**src/rtl/hsu_pkg.sv**
```systemverilog
// Shared types of the interlock: operation classes seen in decode.
package hsu_pkg;
    localparam int CLASS_W = 3;

    typedef enum logic [CLASS_W-1:0] {
        OPC_NONE   = 3'd0,
        OPC_ARITH  = 3'd1,
        OPC_SHIFT  = 3'd2,
        OPC_IMM    = 3'd3,
        OPC_LOAD   = 3'd4,
        OPC_STORE  = 3'd5,
        OPC_CONDBR = 3'd6,
        OPC_BRANCH = 3'd7
    } op_class_e;
endpackage

```
**src/rtl/hsu_operand_sel.sv**
```systemverilog
// Extracts the two source register numbers of the decode instruction and
// flags which of them the instruction actually reads.
// Assumes: bit FMT_BIT set selects the low field as second source.
module hsu_operand_sel
    import hsu_pkg::*;
#(
    parameter int INSTR_W = 32,
    parameter int RA_W    = 5,
    parameter int RN_LSB  = 5,
    parameter int RM_LSB  = 16,
    parameter int RT_LSB  = 0,
    parameter int FMT_BIT = 28
) (
    input  logic [INSTR_W-1:0] instr,
    input  op_class_e          cls,
    output logic [RA_W-1:0]    src_a,
    output logic [RA_W-1:0]    src_b,
    output logic               use_a,
    output logic               use_b
);
    logic unused_instr_bits;
    assign unused_instr_bits = ^instr;

    // Field extraction, second source chosen by the format bit.
    always_comb begin
        src_a = instr[RN_LSB +: RA_W];
        src_b = instr[FMT_BIT] ? instr[RT_LSB +: RA_W] : instr[RM_LSB +: RA_W];
    end

    // Which sources each class reads.
    always_comb begin
        unique case (cls)
            OPC_ARITH, OPC_STORE:           begin use_a = 1'b1; use_b = 1'b1; end
            OPC_SHIFT, OPC_IMM, OPC_LOAD:   begin use_a = 1'b1; use_b = 1'b0; end
            OPC_CONDBR:                     begin use_a = 1'b0; use_b = 1'b1; end
            default:                        begin use_a = 1'b0; use_b = 1'b0; end
        endcase
    end
endmodule

```
**src/rtl/hsu_dep_match.sv**
```systemverilog
// One source-versus-destination comparator.
// Assumes: register ZERO_REG is hard-wired and never carries a value.
module hsu_dep_match #(
    parameter int RA_W     = 5,
    parameter int ZERO_REG = 31
) (
    input  logic [RA_W-1:0] src,
    input  logic            src_used,
    input  logic [RA_W-1:0] dst,
    input  logic            dst_written,
    output logic            hit
);
    // Hit only for a real, read source against a real, written destination.
    always_comb begin
        hit = src_used && dst_written && (src == dst) && (dst != RA_W'(ZERO_REG));
    end
endmodule

```
**src/rtl/hsu_stall_ctrl.sv**
```systemverilog
// Turns the collected hit vector into the three pipeline controls.
module hsu_stall_ctrl #(
    parameter int N_HITS = 4
) (
    input  logic [N_HITS-1:0] hits,
    output logic              pc_we,
    output logic              ifid_we,
    output logic              bubble
);
    // Any hit freezes fetch and decode and injects a bubble.
    always_comb begin
        bubble  = |hits;
        pc_we   = ~bubble;
        ifid_we = ~bubble;
    end
endmodule

```
**src/rtl/hazard_stall_unit.sv**
```systemverilog
// Interlock for a pipeline without bypassing: holds the decode
// instruction while any read source is still owed by the execute or
// memory stage. Assumes write-back writes before decode reads.
module hazard_stall_unit
    import hsu_pkg::*;
#(
    parameter int INSTR_W  = 32,
    parameter int RA_W     = 5,
    parameter int RN_LSB   = 5,
    parameter int RM_LSB   = 16,
    parameter int RT_LSB   = 0,
    parameter int FMT_BIT  = 28,
    parameter int ZERO_REG = 31
) (
    input  logic [INSTR_W-1:0] id_instr,
    input  logic [CLASS_W-1:0] id_class,
    input  logic [RA_W-1:0]    ex_dst,
    input  logic               ex_reg_write,
    input  logic [RA_W-1:0]    mem_dst,
    input  logic               mem_reg_write,
    output logic               pc_write_en,
    output logic               ifid_write_en,
    output logic               bubble_sel
);
    localparam int N_PROD = 2;
    localparam int N_SRC  = 2;
    localparam int N_HITS = N_PROD * N_SRC;

    logic [RA_W-1:0]   src   [N_SRC];
    logic [N_SRC-1:0]  used;
    logic [RA_W-1:0]   pdst  [N_PROD];
    logic [N_PROD-1:0] pwr;
    logic [N_HITS-1:0] hits;

    hsu_operand_sel #(
        .INSTR_W(INSTR_W), .RA_W(RA_W), .RN_LSB(RN_LSB),
        .RM_LSB(RM_LSB), .RT_LSB(RT_LSB), .FMT_BIT(FMT_BIT)
    ) u_sel (
        .instr (id_instr),
        .cls   (op_class_e'(id_class)),
        .src_a (src[0]),
        .src_b (src[1]),
        .use_a (used[0]),
        .use_b (used[1])
    );

    // Gather downstream producers into an indexable list.
    always_comb begin
        pdst[0] = ex_dst;
        pwr[0]  = ex_reg_write;
        pdst[1] = mem_dst;
        pwr[1]  = mem_reg_write;
    end

    for (genvar p = 0; p < N_PROD; p++) begin : g_prod
        for (genvar s = 0; s < N_SRC; s++) begin : g_src
            hsu_dep_match #(.RA_W(RA_W), .ZERO_REG(ZERO_REG)) u_cmp (
                .src         (src[s]),
                .src_used    (used[s]),
                .dst         (pdst[p]),
                .dst_written (pwr[p]),
                .hit         (hits[p*N_SRC + s])
            );
        end
    end

    hsu_stall_ctrl #(.N_HITS(N_HITS)) u_ctrl (
        .hits    (hits),
        .pc_we   (pc_write_en),
        .ifid_we (ifid_write_en),
        .bubble  (bubble_sel)
    );
endmodule

```
**config.mk**
```make
export PLATFORM = sky130hd
export DESIGN_NAME = hazard_stall_unit
export DESIGN_NICKNAME = d
export VERILOG_FILES = /design/src/rtl/hsu_pkg.sv /design/src/rtl/hsu_operand_sel.sv /design/src/rtl/hsu_dep_match.sv /design/src/rtl/hsu_stall_ctrl.sv /design/src/rtl/hazard_stall_unit.sv
export SDC_FILE = /design/constraint.sdc
export NUM_CORES = 1
export LEC_CHECK = 0
export ABC_CLOCK_PERIOD_IN_PS = 5700
export BUFFER_PORTS_ARGS = -buffer_cell sky130_fd_sc_hd__buf_2
export CAP_MARGIN = 20
export CELL_PAD_IN_SITES_DETAIL_PLACEMENT = 1
export CELL_PAD_IN_SITES_GLOBAL_PLACEMENT = 1
export CORE_MARGIN = 10
export CORE_UTILIZATION = 22
export DETAILED_ROUTE_END_ITERATION = 10
export PLACE_DENSITY = 0.89
export SYNTH_ARGS = -nofsm -noshare
export SYNTH_HDL_FRONTEND = slang
export SYNTH_SLANG_ARGS = --single-unit
```
**constraint.sdc**
```tcl
create_clock -name vclk -period 5.7
set_input_delay 0.855 -clock vclk [all_inputs]
set_output_delay 0.855 -clock vclk [all_outputs]
set_load 0.01 [all_outputs]
```
== Yosys cells after proc, flatten, opt, wreduce, memory -nomap -nowiden ==
Cells that the tools add are included.
Widths: inputs -> output; s select.
Cells by class
  equal/unequal tests: 12
  mux-type cells: 3
  bitwise logic cells: 1
  reductions and logical operators: 15
Operators with widths (number)
  $eq 5x5->1: 4
  $logic_and 1x1->1: 12
  $ne 5x5->1 const B: 2
  $eq 3x3->1 const B: 3
  $eq 3x2->1 const B: 2
  $mux 5: 1
  $reduce_or 5->1: 1
  $reduce_or 4->1: 1
  $eq 3x1->1 const B: 1
  $reduce_or 3->1: 1
  $mux 1: 2
  $not 1->1: 1
Word-level totals
  register bits: 0
  input port bits: 47
  output and inout port bits: 3
  logic and storage cells: 31

== Depth between registers and ports, before layout ==
Gate-level depths: netlist of the first run.
  depth in word-level cells: 8
  mapped depth: 7
  depth with buffers taken out: 5

== Modules after synthesis ==
A second synthesis of the first run with hierarchy kept.
Second synthesis, totals
  cells, all modules: 58
  area, all modules: 441.7 um^2
By module, submodules not included
  hsu_dep_match: times used 4, cells an instance 10, area an instance 75.1 um^2, sequential area each 0.0 um^2
  hsu_operand_sel: times used 1, cells an instance 15, area an instance 120.1 um^2, sequential area each 0.0 um^2
  hsu_stall_ctrl: times used 1, cells an instance 3, area an instance 21.3 um^2, sequential area each 0.0 um^2

== Worst setup path after synthesis of the first run ==
OpenSTA, ideal clock, no wires.
  path kind: input to output
  start point: in id_instr[28]
  end point: out pc_write_en
  arrival time: 2257 ps
  data required time: 4845 ps
  path slack: 2588 ps
  stages on the path: 7
  path buffers: 2
  cell sequence: buf_6 mux2i_2 xor2_1 nand4_1 or4_1 and3_1 buf_4
Between the ends
  cells in the longest elaborated chain, start to end: 6
  elaborated cells between the ends (all ways): 9
  those cells by class: eq/ne: 2; mux: 1; bitwise: 1; reduce/logical: 5
RTL lines
  start, declared: line hazard_stall_unit.sv:15  | input logic [INSTR_W-1:0] id_instr,
  $mux 5 (*): line hsu_operand_sel.sv:27  | src_b = instr[FMT_BIT] ? instr[RT_LSB +: RA_W] : instr[RM_LSB +: RA_W];
  $eq 5x5->1: line hsu_dep_match.sv:15  | hit = src_used && dst_written && (src == dst) && (dst != RA_W'(ZERO_REG));
  $logic_and 1x1->1 (2 in series): line hsu_dep_match.sv:15
  $reduce_or 4->1 (*): line hsu_stall_ctrl.sv:12  | bubble = |hits;
  $not 1->1 (*)
  end, declared: line hazard_stall_unit.sv:21  | output logic pc_write_en,
Every way passes the cells marked *; elsewhere a longest branch is shown, timed or not.

== Final worst setup path of the first run ==
  start point: in id_instr[28]
  end point: out pc_write_en
Between the ends
  cells in the longest elaborated chain, start to end: 6
  elaborated cells between the ends (all ways): 9
  those cells by class: eq/ne: 2; mux: 1; bitwise: 1; reduce/logical: 5
RTL lines
  $mux 5 (*): line hsu_operand_sel.sv:27
  $eq 5x5->1: line hsu_dep_match.sv:15
  $logic_and 1x1->1 (2 in series): line hsu_dep_match.sv:15
  $reduce_or 4->1 (*): line hsu_stall_ctrl.sv:12
  $not 1->1 (*): line hsu_stall_ctrl.sv:13  | pc_we = ~bubble;
Marked as above.

==> results of run 1 <==
kinds of logic (layout without fill, tap and decap cells):
| family | after synthesis | count (layout) |
|---|---|---|
| xor gates and xnor gates | 20 | 20 |
| buffers and inverters | 2 | 34 |
| and+or+nand+nor | 16 | 16 |
| muxes | 6 | 6 |
| AOI/OAI and AO/OA | 4 | 4 |
stage by stage:
stage / hold WS [ns] / utilization / cells
global placement: 2.19 / 0.338 / 105
CTS: 2.22 / 0.338 / 105
global route: 2.29 / 0.338 / 105
detailed placement: 2.22 / 0.338 / 105
finish: 2.21 / 0.338 / 105
floorplan: 1.94 / - / 48
cell usage after synthesis:
cell type / instances
buf_6: 1
o21ai_1: 1
or4_1: 1
o21ai_0: 1
nand2_1: 3
nor3_1: 3
nand4_1: 4
nand3_1: 3
a21oi_1: 1
and3_1: 1
o22a_1: 1
xnor2_1: 9
mux2i_2: 5
xor2_1: 11
buf_4: 1
nor4_1: 1
mux2i_4: 1
cells in the final DEF (no fill, tap or decap):
cell | netlist | layout
xor2_1 | 11 | 11
buf_2 | 0 | 34
o22a_1 | 1 | 1
mux2i_2 | 5 | 5
a21oi_1 | 1 | 1
nor3_1 | 3 | 3
and3_1 | 1 | 1
nand2_1 | 3 | 3
o21ai_0 | 1 | 1
xnor2_1 | 9 | 9
nor4_1 | 1 | 1
mux2i_4 | 1 | 1
o21ai_1 | 1 | 1
nand4_1 | 4 | 4
or4_1 | 1 | 1
nand3_1 | 3 | 3
worst max-delay path: cells and delay by family:
kind	cells	cell delay, ns
simple gates	3	0.72
mux	1	0.31
buf+inv	2	0.33
xor+xnor	1	0.19
cell type report:
class | instances | area [um^2] | share of cell area
multi-input cells | 46 | 377 | 0.652
repair buffers | 34 | 170 | 0.294
well taps | 25 | 31.3 | 0.0541
routing by layer:
metal / wire length (um) / global-route usage / vias up
met2: 706 / 0.133 / 22
met4: 0 / 0 / 0
met5: 0 / 0 / -
met1: 623 / 0.0878 / 198
li1: - / - / 236
met3: 142 / 0.0251 / 0
power by group through the flow:
| stage | clock network (mW) | registers, mW | logic (mW) |
|---|---|---|---|
| CTS | 0 | 0 | 0.0437 |
| finish | 0 | 0 | 0.0429 |
| detailed placement | 0 | 0 | 0.0436 |
| global placement | 0 | 0 | 0.0418 |
| floorplan | 0 | 0 | 0.0241 |
| global route | 0 | 0 | 0.0479 |
final timing paths:
check             cells after the start  slack, ns     endpoint
hold / removal                        5       2.21   bubble_sel
setup / recovery                      7       2.43  pc_write_en
==> metrics.cfg, run 1 <==
[status]
status = complete, no violations

[floorplanning]
rows = 15
die_h_um = 62.4
core_um2 = 1710
die_w_um = 62.4
dieArea_um2 = 3890
io_pins = 50
initial_utilization = 0.232

[sta]
finalCritPeriodShare = 0.573
relSlewSlack = 0.801
period_minus_slack_ns = 3.27
fin_tns_setup_ns = 0
setup_viol = 0
setup_slack_ns = 2.43
fmax_mhz = 306
worst_pin_slew_ns = 0.296
rsz0062_at_grt = no
slew_viol_final = 0
finalHoldViolCount = 0

[power]
swShare = 0.477
combPwrFrac = 1.000
ir_worst_vdd_mv = 0.0229
finalPower_uw = 42.9
power-per-cell-area_nw_per_um2 = 74.2
intPower_uw = 22.4
seq_power_share = 0
p_clk_frac = 0
power.leakage_nw = 0.251
power_switching_uw = 20.5

[detailed_routing]
drt_pass1_iterations = 4
viasPerCell = 4.34
first_iter_violations = 2
drc = 0
post_drt_wl_per_cell_um = 14.0
postRouteAntennaNets = 0
wl_mm = 1.47
via_count = 456

[setup_path]
crit_path_start = id_instr[28]
worstPathArrival_ns = 2.41
path_class = in2out
required_ns = 4.85
cpMostUsedCell = buf_2
cp-start-kind = input port
cp_slowest_stage_delay_ns = 0.42
cpMaxStageDelayCell = or4_1
cp_max_fo = 5
cp-end-kind = primary output
crit_path_cell_trace = buf_2 > mux2i_2 > xor2_1 > nand4_1 > or4_1 > and3_1 > buf_2

[cts]
postCtsSetupBuffers = 0
cts-resized-gates = 0
cts_hold_buf = 0

[synth]
synth.top_cell.area_share = 0.244
synthDistinctLibCells = 17
synthXorXnorAreaFrac = 0.443
yosys_warnings = 0
synth.yosys.seq_area_share = 0
yosys.area_share.simple = 0.218
synth_fp_nets = 95
syn_area_um2 = 395
muxShareOfSynthArea = 0.231
synth_area_leaders = xor2_1, xnor2_1, mux2i_2, nand4_1, mux2i_4
syn_avg_cell_area_um2 = 8.24
syn_inst = 48
yosysTopAreaCell = xor2_1
synth_top_family_by_area = XOR/XNOR gates
synth_fa_ha_area_frac = 0
synth_compound_area_frac = 0.0601

[flow_run]
maxCapViolCount = 0

[cells_and_area]
stdcell_area_um2 = 578
seq_area_um2 = 0
antenna_cells = 0
areaGrowthSynthToFinish_pct = 46.2
seq_cell_count = 0
nets = 129
drive_gt1_frac = 0.500
clock_buffers = 0
fillCellCount = 221

[grt]
grt_pass1_vias = 576
grt_antenna_before_repair = 0
grt_max_degree = 6
grt_remaining_overflow = 0
grtUsageTotal = 0.0743
grt_pass1_wl_mm = 2.55

[placement]
place_congestion = 0.704
pre_cts_ws_ns = 2.43
place_area_um2 = 578
numPortBuffers = 34

[min_path]
min_from = mem_dst[2]
hold_class = in2out

Note: power is estimated with default switching activity, not from simulation.
==> run 2: changes to the inputs <==
ABC_AREA = 1   (was unset)
ABC_CLOCK_PERIOD_IN_PS = 3000   (was 5700)
CORE_UTILIZATION = 21   (was 22)
PLACE_DENSITY = 0.82   (was 0.89)
clock period = 3 ns   (was 5.7 ns; I/O delays follow)
==> metrics.cfg, run 2 <==
[status]
status = complete, no violations

[floorplanning]
io_pins = 50
die_h_um = 71.3
initial_utilization = 0.221
core_um2 = 2500
die_w_um = 71.3
dieArea_um2 = 5080
rows = 18

[min_path]
hold_class = in2out

[power]
finalPower_uw = 101
power-per-cell-area_nw_per_um2 = 136
power.leakage_nw = 0.460
ir_worst_vdd_mv = 0.0471

[setup_path]
path_buf_inv = 3
cpMostUsedCell = nand2_1
cp_slowest_stage_delay_ns = 0.23
path_class = in2out
cpMaxStageDelayCell = buf_2
cp-start-kind = input port
cp-end-kind = primary output
crit_path_cell_trace = buf_2 > nand2_2 > nand3_1 > nand2_1 > nor2_1 > nand3_1 > nand2_1 > nand2_1 > nand2_2 > inv_2 > buf_2
worstPathArrival_ns = 1.53
crit_family = simple AND/OR/NAND/NOR gates
cp_max_fo = 9
required_ns = 2.55

[synth]
yosys_warnings = 0
synth_area_leaders = nand2_1, nand3_1, xor2_1, inv_1, nor2_1
synthDistinctLibCells = 16
syn_area_um2 = 552
yosysTopAreaCell = nand2_1
synth.top_cell.area_share = 0.231
yosysMostFrequentCell = nand2_1
syn_avg_cell_area_um2 = 5.06
synth.yosys.seq_area_share = 0
syn_inst = 109
synth_commonest_cells = nand2_1, nand3_1, inv_1
synth_fp_nets = 156

[sta]
finalHoldViolCount = 0
period_minus_slack_ns = 1.98
setup_viol = 0
fmax_mhz = 505
relSlewSlack = 0.837
fin_tns_setup_ns = 0
slew_viol_final = 0
finalCritPeriodShare = 0.660
holdWs_ns = 1.34
worst_pin_slew_ns = 0.245
rsz0062_at_grt = no

[cells_and_area]
clock_buffers = 0
layout.cells.most_common_list = nand2_1, buf_2, nand3_1, inv_1, nor2_1
seq_area_um2 = 0
drive_gt1_frac = 0.305
final_cells = 171
nets = 190
stdcell_area_um2 = 741
areaGrowthSynthToFinish_pct = 34.2
seq_cell_count = 0
antenna_cells = 0

[placement]
place_congestion = 0.822
dp_cells = 171
place_area_um2 = 741
numPortBuffers = 34
post-dp-hpwl_mm = 2.01

[cts]
postCtsSetupBuffers = 0
cts-resized-gates = 0
cts_hold_buf = 0

[flow_run]
maxCapViolCount = 0

[grt]
grt_pass1_vias = 856
grt_antenna_before_repair = 0
grt_remaining_overflow = 0
grt_max_degree = 10
grtUsageTotal = 0.0824
grt_pass1_wl_mm = 3.73

[detailed_routing]
viasPerCell = 4.46
first_iter_violations = 7
drt_pass1_iterations = 4
post_drt_wl_per_cell_um = 12.8
via_count = 763
drc = 0
wl_mm = 2.19
postRouteAntennaNets = 0

[run 2: changes by cell type in the layout (fill, tap and decap cells not counted), sizes merged, moves of 2 or more]
cell   delta
xnor2     -5
o21a      +2
nand4     -2
nand3    +16
xor2      -4
nand2    +38
o21ai     -2
mux2i     -6
inv      +18
nor2     +10
[run 2: cells by family after synthesis]
logic type	count (synthesis)	share of synthesized area
simple gates	74	0.610
buf+inv	20	0.170
xor+xnor	11	0.175
compound gates	4	0.0453
[run 2: metrics by stage]
stage / utilization / setup WS, ns
6_report: 0.296 / 1.02
5_1_grt: 0.296 / 0.842
4_1_cts: 0.296 / 1.01
3_5_place_dp: 0.296 / 1.01
3_3_place_gp: 0.296 / 1.03
2_1_floorplan: - / 1.20
[run 2: per-layer routing]
metal  track usage  vias to the layer above  share of wire
met2         0.150                       22           0.47
met1        0.0990                      339           0.47
met3        0.0207                        0          0.062
met4       0.00215                        0              0
met5             0                        -              0
li1              -                      402              -
[run 2: final timing paths]
check,cells after the start,startpoint,endpoint,slack [ns]
worst max-delay path,11,id_instr[28],pc_write_en,1.02
worst min-delay path,5,ex_reg_write,bubble_sel,1.34
[run 2: layout make-up]
class	instances	area [um^2]
fillers	366	1760
multi-input cells	89	458
repair buffers	34	170
inverters	18	75.1
well taps	30	37.5
[run 2: where the power goes]
part           leakage, nW  switching, mW  internal [mW]
logic                0.460         0.0579         0.0431
clock network            0              0              0
registers                0              0              0
==> run 3: changes to the inputs <==
ABC_CLOCK_PERIOD_IN_PS = 1710   (was 3000)
clock period = 1.71 ns   (was 3 ns; I/O delays follow)
==> metrics.cfg, run 3 (synthesized netlist as in run 2, its figures left out) <==
[setup_path]
cp-end-kind = primary output
worstPathArrival_ns = 1.27
cp_max_fo = 9
cp-start-kind = input port
required_ns = 1.45
path_class = in2out

[floorplanning]
dieArea_um2 = 5080
die_w_um = 71.3
io_pins = 50
die_h_um = 71.3
initial_utilization = 0.221
core_um2 = 2500
rows = 18

[detailed_routing]
met1_length_mm = 1.04
viasPerCell = 4.49
drt_pass1_iterations = 2
wl_mm = 2.25
route.met2.wl_mm = 1.08
met3_length_um = 122
via_count = 767
drc = 0
post_drt_wl_per_cell_um = 13.1
first_iter_violations = 31
postRouteAntennaNets = 0
dr.max_layer_used = met3

[cells_and_area]
clock_buffers = 0
fillCellCount = 364
multi_input_area_um2 = 458
final_cells = 171
layout.cells.most_common_list = nand2_1, buf_2, nand3_1, inv_1, nor2_1
nets = 190
seq_cell_count = 0
areaGrowthSynthToFinish_pct = 34.7
final_common_cell = nand2_1
drive_gt1_frac = 0.305
seq_area_um2 = 0
antenna_cells = 0

[sta]
period_minus_slack_ns = 1.52
fin_tns_setup_ns = 0
setup_viol = 0
rsz0062_at_grt = no
finalHoldViolCount = 0
slew_viol_final = 0
relSlewSlack = 0.840
fmax_mhz = 657
worst_pin_slew_ns = 0.239
finalCritPeriodShare = 0.890
setup_slack_ns = 0.188

[placement]
pre_cts_ws_ns = 0.108
dp_cells = 171
place_congestion = 0.824
numPortBuffers = 34
post-dp-hpwl_mm = 2.04

[power]
power.leakage_nw = 0.460
finalPower_uw = 179
ir_worst_vdd_mv = 0.0906
power-per-cell-area_nw_per_um2 = 241

[grt]
grt_remaining_overflow = 0
grt_antenna_before_repair = 0
grt_max_degree = 10
grt_pass1_wl_mm = 3.84
grtUsageTotal = 0.0844
grt_pass1_vias = 891

[status]
status = complete, no violations

[flow_run]
maxCapViolCount = 0

[cts]
cts_hold_buf = 0
postCtsSetupBuffers = 0
cts-resized-gates = 0

[min_path]
hold_class = in2out

## run 3: power breakdown
| part | leakage [nW] | switching, mW | total, mW | internal (mW) |
|---|---|---|---|---|
| registers | 0 | 0 | 0 | 0 |
| logic | 0.460 | 0.102 | 0.179 | 0.0765 |
| clock network | 0 | 0 | 0 | 0 |
| total | 0.460 | 0.102 | 0.179 | 0.0765 |
## run 3: cell type report
cell class,count,area share
inverter,18,0.101
multi-input combinational,89,0.616
timing repair buffer,34,0.232
tap,30,0.0505
## run 3: stage by stage
stage                     utilization  hold WS [ns]  instance area [um^2]
after detailed placement        0.296         0.960                   741
after CTS                       0.296         0.962                   741
after floorplan                     -         0.726                   552
final                           0.297         0.956                   743
after global routing            0.297         0.987                   743
after global placement          0.296         0.950                   741
## run 3: worst paths after layout
kind,from,cells past startpoint,end
setup / recovery,id_instr[28],12,pc_write_en
hold / removal,mem_reg_write,5,bubble_sel
## run 3: per-layer routing
metal,GRT usage,up-vias
met2,0.153,22
li1,-,405
met5,0,-
met3,0.0138,0
met1,0.107,340
met4,0,0
## run 3: critical path, stage by stage
cell	delay, ns
buf_4	0.16
inv_8	0.09
nand2_1	0.08
nand3_1	0.09
nand2_1	0.06
nor2_1	0.10
nand3_1	0.08
nand2_1	0.07
nand2_1	0.06
nand2_2	0.07
inv_2	0.03
buf_2	0.13
